File: config.mk
export PLATFORM = sky130hd
export DESIGN_NAME = chl_input_latch
export DESIGN_NICKNAME = d
export VERILOG_FILES = /design/src/rtl/chl_pkg.sv /design/src/rtl/chl_sync.sv /design/src/rtl/chl_bit_cell.sv /design/src/rtl/chl_status.sv /design/src/rtl/chl_input_latch.sv
export SDC_FILE = /design/constraint.sdc
export NUM_CORES = 1
export LEC_CHECK = 0
export ABC_CLOCK_PERIOD_IN_PS = 1300
export CAP_MARGIN = 10
export CORE_UTILIZATION = 30
export CTS_CLUSTER_DIAMETER = 150
export CTS_CLUSTER_SIZE = 25
export DETAILED_ROUTE_END_ITERATION = 10
export GPL_TIMING_DRIVEN = 1
export PLACE_DENSITY = 0.56
export SLEW_MARGIN = 0
export SYNTH_ARGS = -nofsm -noshare
export SYNTH_HDL_FRONTEND = slang
export SYNTH_SLANG_ARGS = --single-unit
export TNS_END_PERCENT = 10
File: constraint.sdc
create_clock -name clk -period 1.3 [get_ports clk]
set_input_delay 0.195 -clock clk [delete_from_list [all_inputs] [get_ports clk]]
set_output_delay 0.195 -clock clk [all_outputs]
set_load 0.02 [all_outputs]
File: src/rtl/chl_pkg.sv
package chl_pkg;

  typedef enum logic [1:0] {
    ADR_OLD  = 2'd0,
    ADR_NEW  = 2'd1,
    ADR_STAT = 2'd2,
    ADR_CTL  = 2'd3
  } rd_sel_e;

  // An armed, unmasked bit catches when its live level leaves the held value.
  function automatic logic bit_catch(input logic armed, input logic masked,
                                     input logic live, input logic held);
    return armed & ~masked & (live ^ held);
  endfunction

  // Sticky status bit update: clear on read, a set in the same cycle wins.
  function automatic logic sticky_next(input logic cur, input logic clr,
                                       input logic set);
    return (cur & ~clr) | set;
  endfunction

endpackage

File: src/rtl/chl_sync.sv
module chl_sync #(
  parameter int W = 8
) (
  input  logic         clk,
  input  logic         rst_n,
  input  logic [W-1:0] async_in,
  output logic [W-1:0] sync_out
);

  logic [W-1:0] stage1;
  logic [W-1:0] stage2;

  for (genvar b = 0; b < W; b++) begin : g_bit
    always_ff @(posedge clk or negedge rst_n) begin
      if (!rst_n) begin
        stage1[b] <= 1'b0;
        stage2[b] <= 1'b0;
      end else begin
        stage1[b] <= async_in[b];
        stage2[b] <= stage1[b];
      end
    end
  end

  assign sync_out = stage2;

endmodule

File: src/rtl/chl_bit_cell.sv
module chl_bit_cell
  import chl_pkg::*;
(
  input  logic clk,
  input  logic rst_n,
  input  logic live,
  input  logic masked,
  input  logic rd_new,
  output logic new_o,
  output logic old_o,
  output logic evt_o
);

  logic new_q;
  logic old_q;
  logic armed_q;
  logic catch_w;

  assign catch_w = bit_catch(armed_q, masked, live, new_q) & ~rd_new;

  always_ff @(posedge clk or negedge rst_n) begin
    if (!rst_n) begin
      new_q   <= 1'b0;
      old_q   <= 1'b0;
      armed_q <= 1'b1;
    end else if (masked) begin
      new_q   <= live;
      old_q   <= live;
      armed_q <= 1'b1;
    end else if (rd_new) begin
      old_q   <= new_q;
      armed_q <= 1'b1;
    end else if (catch_w) begin
      new_q   <= live;
      armed_q <= 1'b0;
    end
  end

  assign new_o = new_q;
  assign old_o = old_q;
  assign evt_o = catch_w;

endmodule

File: src/rtl/chl_status.sv
module chl_status
  import chl_pkg::*;
#(
  parameter int SW = 8
) (
  input  logic          clk,
  input  logic          rst_n,
  input  logic [SW-1:0] set_vec,
  input  logic          clr,
  output logic [SW-1:0] stat_o,
  output logic          chg_o
);

  logic [SW-1:0] stat_q;
  logic          chg_q;

  for (genvar s = 0; s < SW; s++) begin : g_stat
    always_ff @(posedge clk or negedge rst_n) begin
      if (!rst_n) stat_q[s] <= 1'b0;
      else        stat_q[s] <= sticky_next(stat_q[s], clr, set_vec[s]);
    end
  end

  always_ff @(posedge clk or negedge rst_n) begin
    if (!rst_n) chg_q <= 1'b0;
    else        chg_q <= sticky_next(chg_q, clr, |set_vec);
  end

  assign stat_o = stat_q;
  assign chg_o  = chg_q;

endmodule

File: src/rtl/chl_input_latch.sv
module chl_input_latch
  import chl_pkg::*;
#(
  parameter int NIN   = 8,
  parameter int NMASK = 4,
  parameter int NEXT  = 7
) (
  input  logic             clk,
  input  logic             rst_n,
  input  logic [NIN-1:0]   din,
  input  logic             rd_stb,
  input  logic [1:0]       rd_addr,
  output logic [NIN-1:0]   rd_data,
  input  logic             ctl_wr,
  input  logic [NMASK:0]   ctl_wdata,
  input  logic [NEXT-1:0]  ext_set,
  output logic             chg_ind,
  output logic             rst_out
);

  localparam int MASK_LO = NIN - NMASK;
  localparam int CTL_W   = NMASK + 1;
  localparam int SW      = NEXT + 1;

  logic [NIN-1:0]   live_w;
  logic [NIN-1:0]   mask_ext;
  logic [NIN-1:0]   new_q;
  logic [NIN-1:0]   old_q;
  logic [NIN-1:0]   evt;
  logic [CTL_W-1:0] ctl_q;
  logic [SW-1:0]    stat_q;
  logic [SW-1:0]    stat_set;
  logic             rp_en;
  logic             rd_new;
  logic             rd_stat;
  logic             any_evt;
  logic [NIN-1:0]   rd_nxt;
  logic             rst_q;

  chl_sync #(.W(NIN)) u_sync (
    .clk      (clk),
    .rst_n    (rst_n),
    .async_in (din),
    .sync_out (live_w)
  );

  // Control register: mask bits for the upper inputs, then reset enable.
  always_ff @(posedge clk or negedge rst_n) begin
    if (!rst_n)      ctl_q <= '0;
    else if (ctl_wr) ctl_q <= ctl_wdata;
  end

  assign rp_en = ctl_q[NMASK];

  for (genvar i = 0; i < NIN; i++) begin : g_mask
    if (i >= MASK_LO) begin : g_maskable
      assign mask_ext[i] = ctl_q[i-MASK_LO];
    end else begin : g_fixed
      assign mask_ext[i] = 1'b0;
    end
  end

  assign rd_new  = rd_stb && (rd_addr == ADR_NEW);
  assign rd_stat = rd_stb && (rd_addr == ADR_STAT);

  for (genvar i = 0; i < NIN; i++) begin : g_cell
    chl_bit_cell u_cell (
      .clk    (clk),
      .rst_n  (rst_n),
      .live   (live_w[i]),
      .masked (mask_ext[i]),
      .rd_new (rd_new),
      .new_o  (new_q[i]),
      .old_o  (old_q[i]),
      .evt_o  (evt[i])
    );
  end

  assign any_evt  = |evt;
  assign stat_set = {ext_set, any_evt};

  chl_status #(.SW(SW)) u_status (
    .clk     (clk),
    .rst_n   (rst_n),
    .set_vec (stat_set),
    .clr     (rd_stat),
    .stat_o  (stat_q),
    .chg_o   (chg_ind)
  );

  always_ff @(posedge clk or negedge rst_n) begin
    if (!rst_n) rst_q <= 1'b0;
    else        rst_q <= any_evt & rp_en;
  end

  assign rst_out = rst_q;

  always_comb begin
    rd_nxt = '0;
    unique case (rd_addr)
      ADR_OLD:  rd_nxt = old_q;
      ADR_NEW:  rd_nxt = new_q;
      ADR_STAT: rd_nxt[SW-1:0] = stat_q;
      ADR_CTL:  rd_nxt[CTL_W-1:0] = ctl_q;
      default:  rd_nxt = '0;
    endcase
  end

  always_ff @(posedge clk or negedge rst_n) begin
    if (!rst_n)      rd_data <= '0;
    else if (rd_stb) rd_data <= rd_nxt;
  end

endmodule

==> run summary <==
Routability Congestion - 0.724
Top FF cell, synth - dfrtp_1
die width - 93.7 um
worst min-delay path class - in2reg
Crit Path Max Fanout - 3
Hold Crit Depth - 1
Final setup viols - 8
Reg2Reg Depth - 5
drt pass-1 iters - 4
max cap viols - 0
drt initial violations - 69
final instance area - 3550 um2
minimum clock period - 1.46 ns
Comb pwr share - 24.6%
R2R Setup Slk - -0.16 ns
Clock H-tree levels - 3
final hold violations - 0
Root Buffer - clkbuf_8
R2R Path End - u_status.chg_o$_DFF_PN0_
Hold Path Sink - u_sync.stage1[7]$_DFF_PN0_
PwrDens - 1600 nW/um2
Reg-to-Reg Start - u_sync.sync_out[1]$_DFF_PN0_
Crit Path Category - reg2reg
Worst Clk Skew - 0.00888 ns
Clk pwr share - 31.0%
normalized max-slew margin - 76.2%
TritonCTS sink count - 63
grt ovf - 0
IO Count - 36
Vias/cell - 4.45
Total GRT Usage - 13.7%
fin cells - 382
core footprint - 8180 um2
register area share after synthesis - 62.9%
number of flops mapped to enable cells by yosys - 0
average size of a mapped cell - 13.5 um2
DR WL/cell - 13.4 um
post-placement cell count - 365
status - finished with violations
Vias - 1699
Gate Count Post-Synth - 187
peak supply drop - 0.505 mV
YS warnings - 0
antenna viol nets, final - 0
maximum clock rate - 686 MHz
Starting Density - 30.9%
Clk Latency, worst-skew pair - 0.34 ns
violated checks - setup timing
final WL - 5.11 mm
clk slew on worst S/H paths - 0.07 ns
die area - 8780 um2
ys async rst share - 100%
Cell Area, Synth - 2520 um2
crit path DAT - 1.66 ns
Power Total - 5.69 mW
Synth cell types - 31
min-delay src - din[7]
share of post-route cells with drive strength above 1 - 34.3%
CTS Buf Count - 9
Post-Syn Nets - 213
share of the synthesized area in the top cell type - 54.6%
# nets final - 298
PortBufs - 35
Hold Slack - 0.292 ns
Area contributors post-synth - dfrtp_1, dfstp_2, mux2_2
setup ws final - -0.157 ns
CP Cell Sequence - xor2_1 > a22o_1 > nor4_2 > buf_4 > o2111ai_1
Area Growth Syn to Fin - 40.7%
largest area contributor in the netlist - dfrtp_1
ant diodes - 0
Die Ht - 93.7 um
Clock Tree Buf Depth - 2
CP peak stage delay - 0.38 ns
sequential share of power - 44.4%
CP max-delay cell - dfrtp_1
NetSw - 1.53 mW
P_int - 4.17 mW
largest net degree at the start of global routing - 64
Tcrit/Tclk final - 112%
Worst EP required - 1.51 ns
RSZ-0062 raised after global routing - true
Leakage - 1.60 nW
# DRC - 0
Net Sw Frac - 26.8%
Yosys reg bits - 63
Slew Viols, Final - 0
cell row count - 33
Least-Margin Pin Slew - 0.355 ns
initial antenna violation count - 0
CTS tree - built
hpwl dp - 3.71 mm
Final Util - 43.4%
CP Capture Type - flop
Cell Area, Placed - 3300 um2
CP Launch Type - flop
first-pass GRT wire length - 8.71 mm
vias in the first global route - 1725
[sequential cells by signal, summed over array words and instances (netlist names)]
| register | cells |
|---|---|
| u_sync.stage1 | 8 |
| u_status.stat_o | 8 |
| u_sync.sync_out | 8 |
| g_cell.u_cell.armed_q | 8 |
| rd_data | 8 |
| g_cell.u_cell.old_o | 8 |
| u_status.chg_o | 1 |
| ctl_q | 5 |
| g_cell.u_cell.new_o | 8 |
| rst_out | 1 |
[logic make-up (layout without fill, tap and decap cells)]
kind of cell	after synthesis	after routing	synth area share [%]
buf+inv	12	102	2.48
simple gates	39	39	6.99
compound gates	35	35	9.57
mux	30	30	15.3
xor+xnor	8	8	2.78
flops	63	63	62.9
[power groups by stage]
stage	combinational, mW	clock [mW]	sequential [mW]
finish	1.40	1.76	2.53
global placement	1.37	0	2.55
global route	1.53	1.92	2.57
floorplan	0.575	0	2.64
detailed placement	1.40	0	2.56
CTS	1.40	1.82	2.53
[layer usage]
layer  global-route usage, %  part of all wire [%]  vias to the layer above
met5                       0                     0                        -
met1                    18.4                    49                      826
met2                    19.6                    44                       37
li1                        -                     -                      827
met4                    7.69                   2.2                        0
met3                    4.29                   4.7                        9
[worst max-delay path: cells and delay by family (launching register included)]
family	cells	cell delay, ns
buffers and inverters	1	0.17
xor gates and xnor gates	1	0.18
AOI/OAI and AO/OA	2	0.35
DFF	1	0.38
and+or+nand+nor	1	0.25
[metrics by stage]
stage	TNS, ns	setup WS (ns)
final	-0.553	-0.157
after global routing	-0.981	-0.260
after CTS	-0.647	-0.183
after detailed placement	-14.89	-0.519
after global placement	-15.05	-0.526
after floorplan	-0.0653	-0.0463
[final cells by class]
| cell class | instances | area [um2] |
|---|---|---|
| Clock inverter | 3 | 40.0 |
| Multi-Input combinational cell | 112 | 903 |
| Fill cell | 792 | 4630 |
| Timing Repair Buffer | 80 | 697 |
| Sequential cell | 63 | 1590 |
| Tap cell | 105 | 131 |
| Inverter | 6 | 22.5 |
| Clock buffer | 13 | 169 |
[synthesized netlist by cell type (2+ instances only)]
master	instances
mux4_2	5
a21oi_2	4
dfrtp_1	55
buf_6	2
a21oi_1	6
a22o_1	2
inv_1	6
o32ai_1	2
o21ai_0	9
mux2i_1	7
dfstp_2	8
nand2_1	23
a21o_1	7
mux2_1	4
xnor2_1	4
buf_2	2
nand2b_1	2
xor2_1	4
nor2_1	7
a211o_1	4
mux2_2	14
[layout by cell type, fill, tap and decap left out, drive strengths merged, types with 2 or more instances in the layout]
master	Yosys	layout
mux4	5	5
nor4	2	2
mux2	18	18
a22o	2	2
nor2	7	7
xor2	4	4
dfstp	8	8
inv	6	6
o32ai	2	2
o21ai	9	9
mux2i	7	7
a21oi	10	10
clkinv	0	2
dlygate4sd2	0	13
a211o	4	4
nand2b	2	2
a21o	7	7
dfrtp	55	55
clkbuf	1	13
nand2	24	24
buf	5	45
clkdlybuf4s50	0	21
xnor2	4	4
[repair_timing]
action,CTS,global route
hold buffers,1,0
setup buffers,0,0
pin swaps,2,0
endpoints found under the setup margin,36,8
gates resized for setup,20,3
hold endpoints to repair,55,0
[how the worst max path moves through the flow]
stage	start	to	slack, ns	cells after the start
global route	u_sync.sync_out[1]$_DFF_PN0_	u_status.chg_o$_DFF_PN0_	-0.26	5
global placement	rd_stb	g_cell[4].u_cell.new_o$_DFFE_PN0P_	-0.53	6
CTS	u_sync.sync_out[1]$_DFF_PN0_	u_status.chg_o$_DFF_PN0_	-0.18	5
finish	u_sync.sync_out[1]$_DFF_PN0_	u_status.chg_o$_DFF_PN0_	-0.16	5
detailed placement	rd_stb	g_cell[7].u_cell.new_o$_DFFE_PN0P_	-0.52	6
floorplan	g_cell[0].u_cell.new_o$_DFFE_PN0P_	u_status.chg_o$_DFF_PN0_	-0.05	4
(Power assumes the default switching activity.)
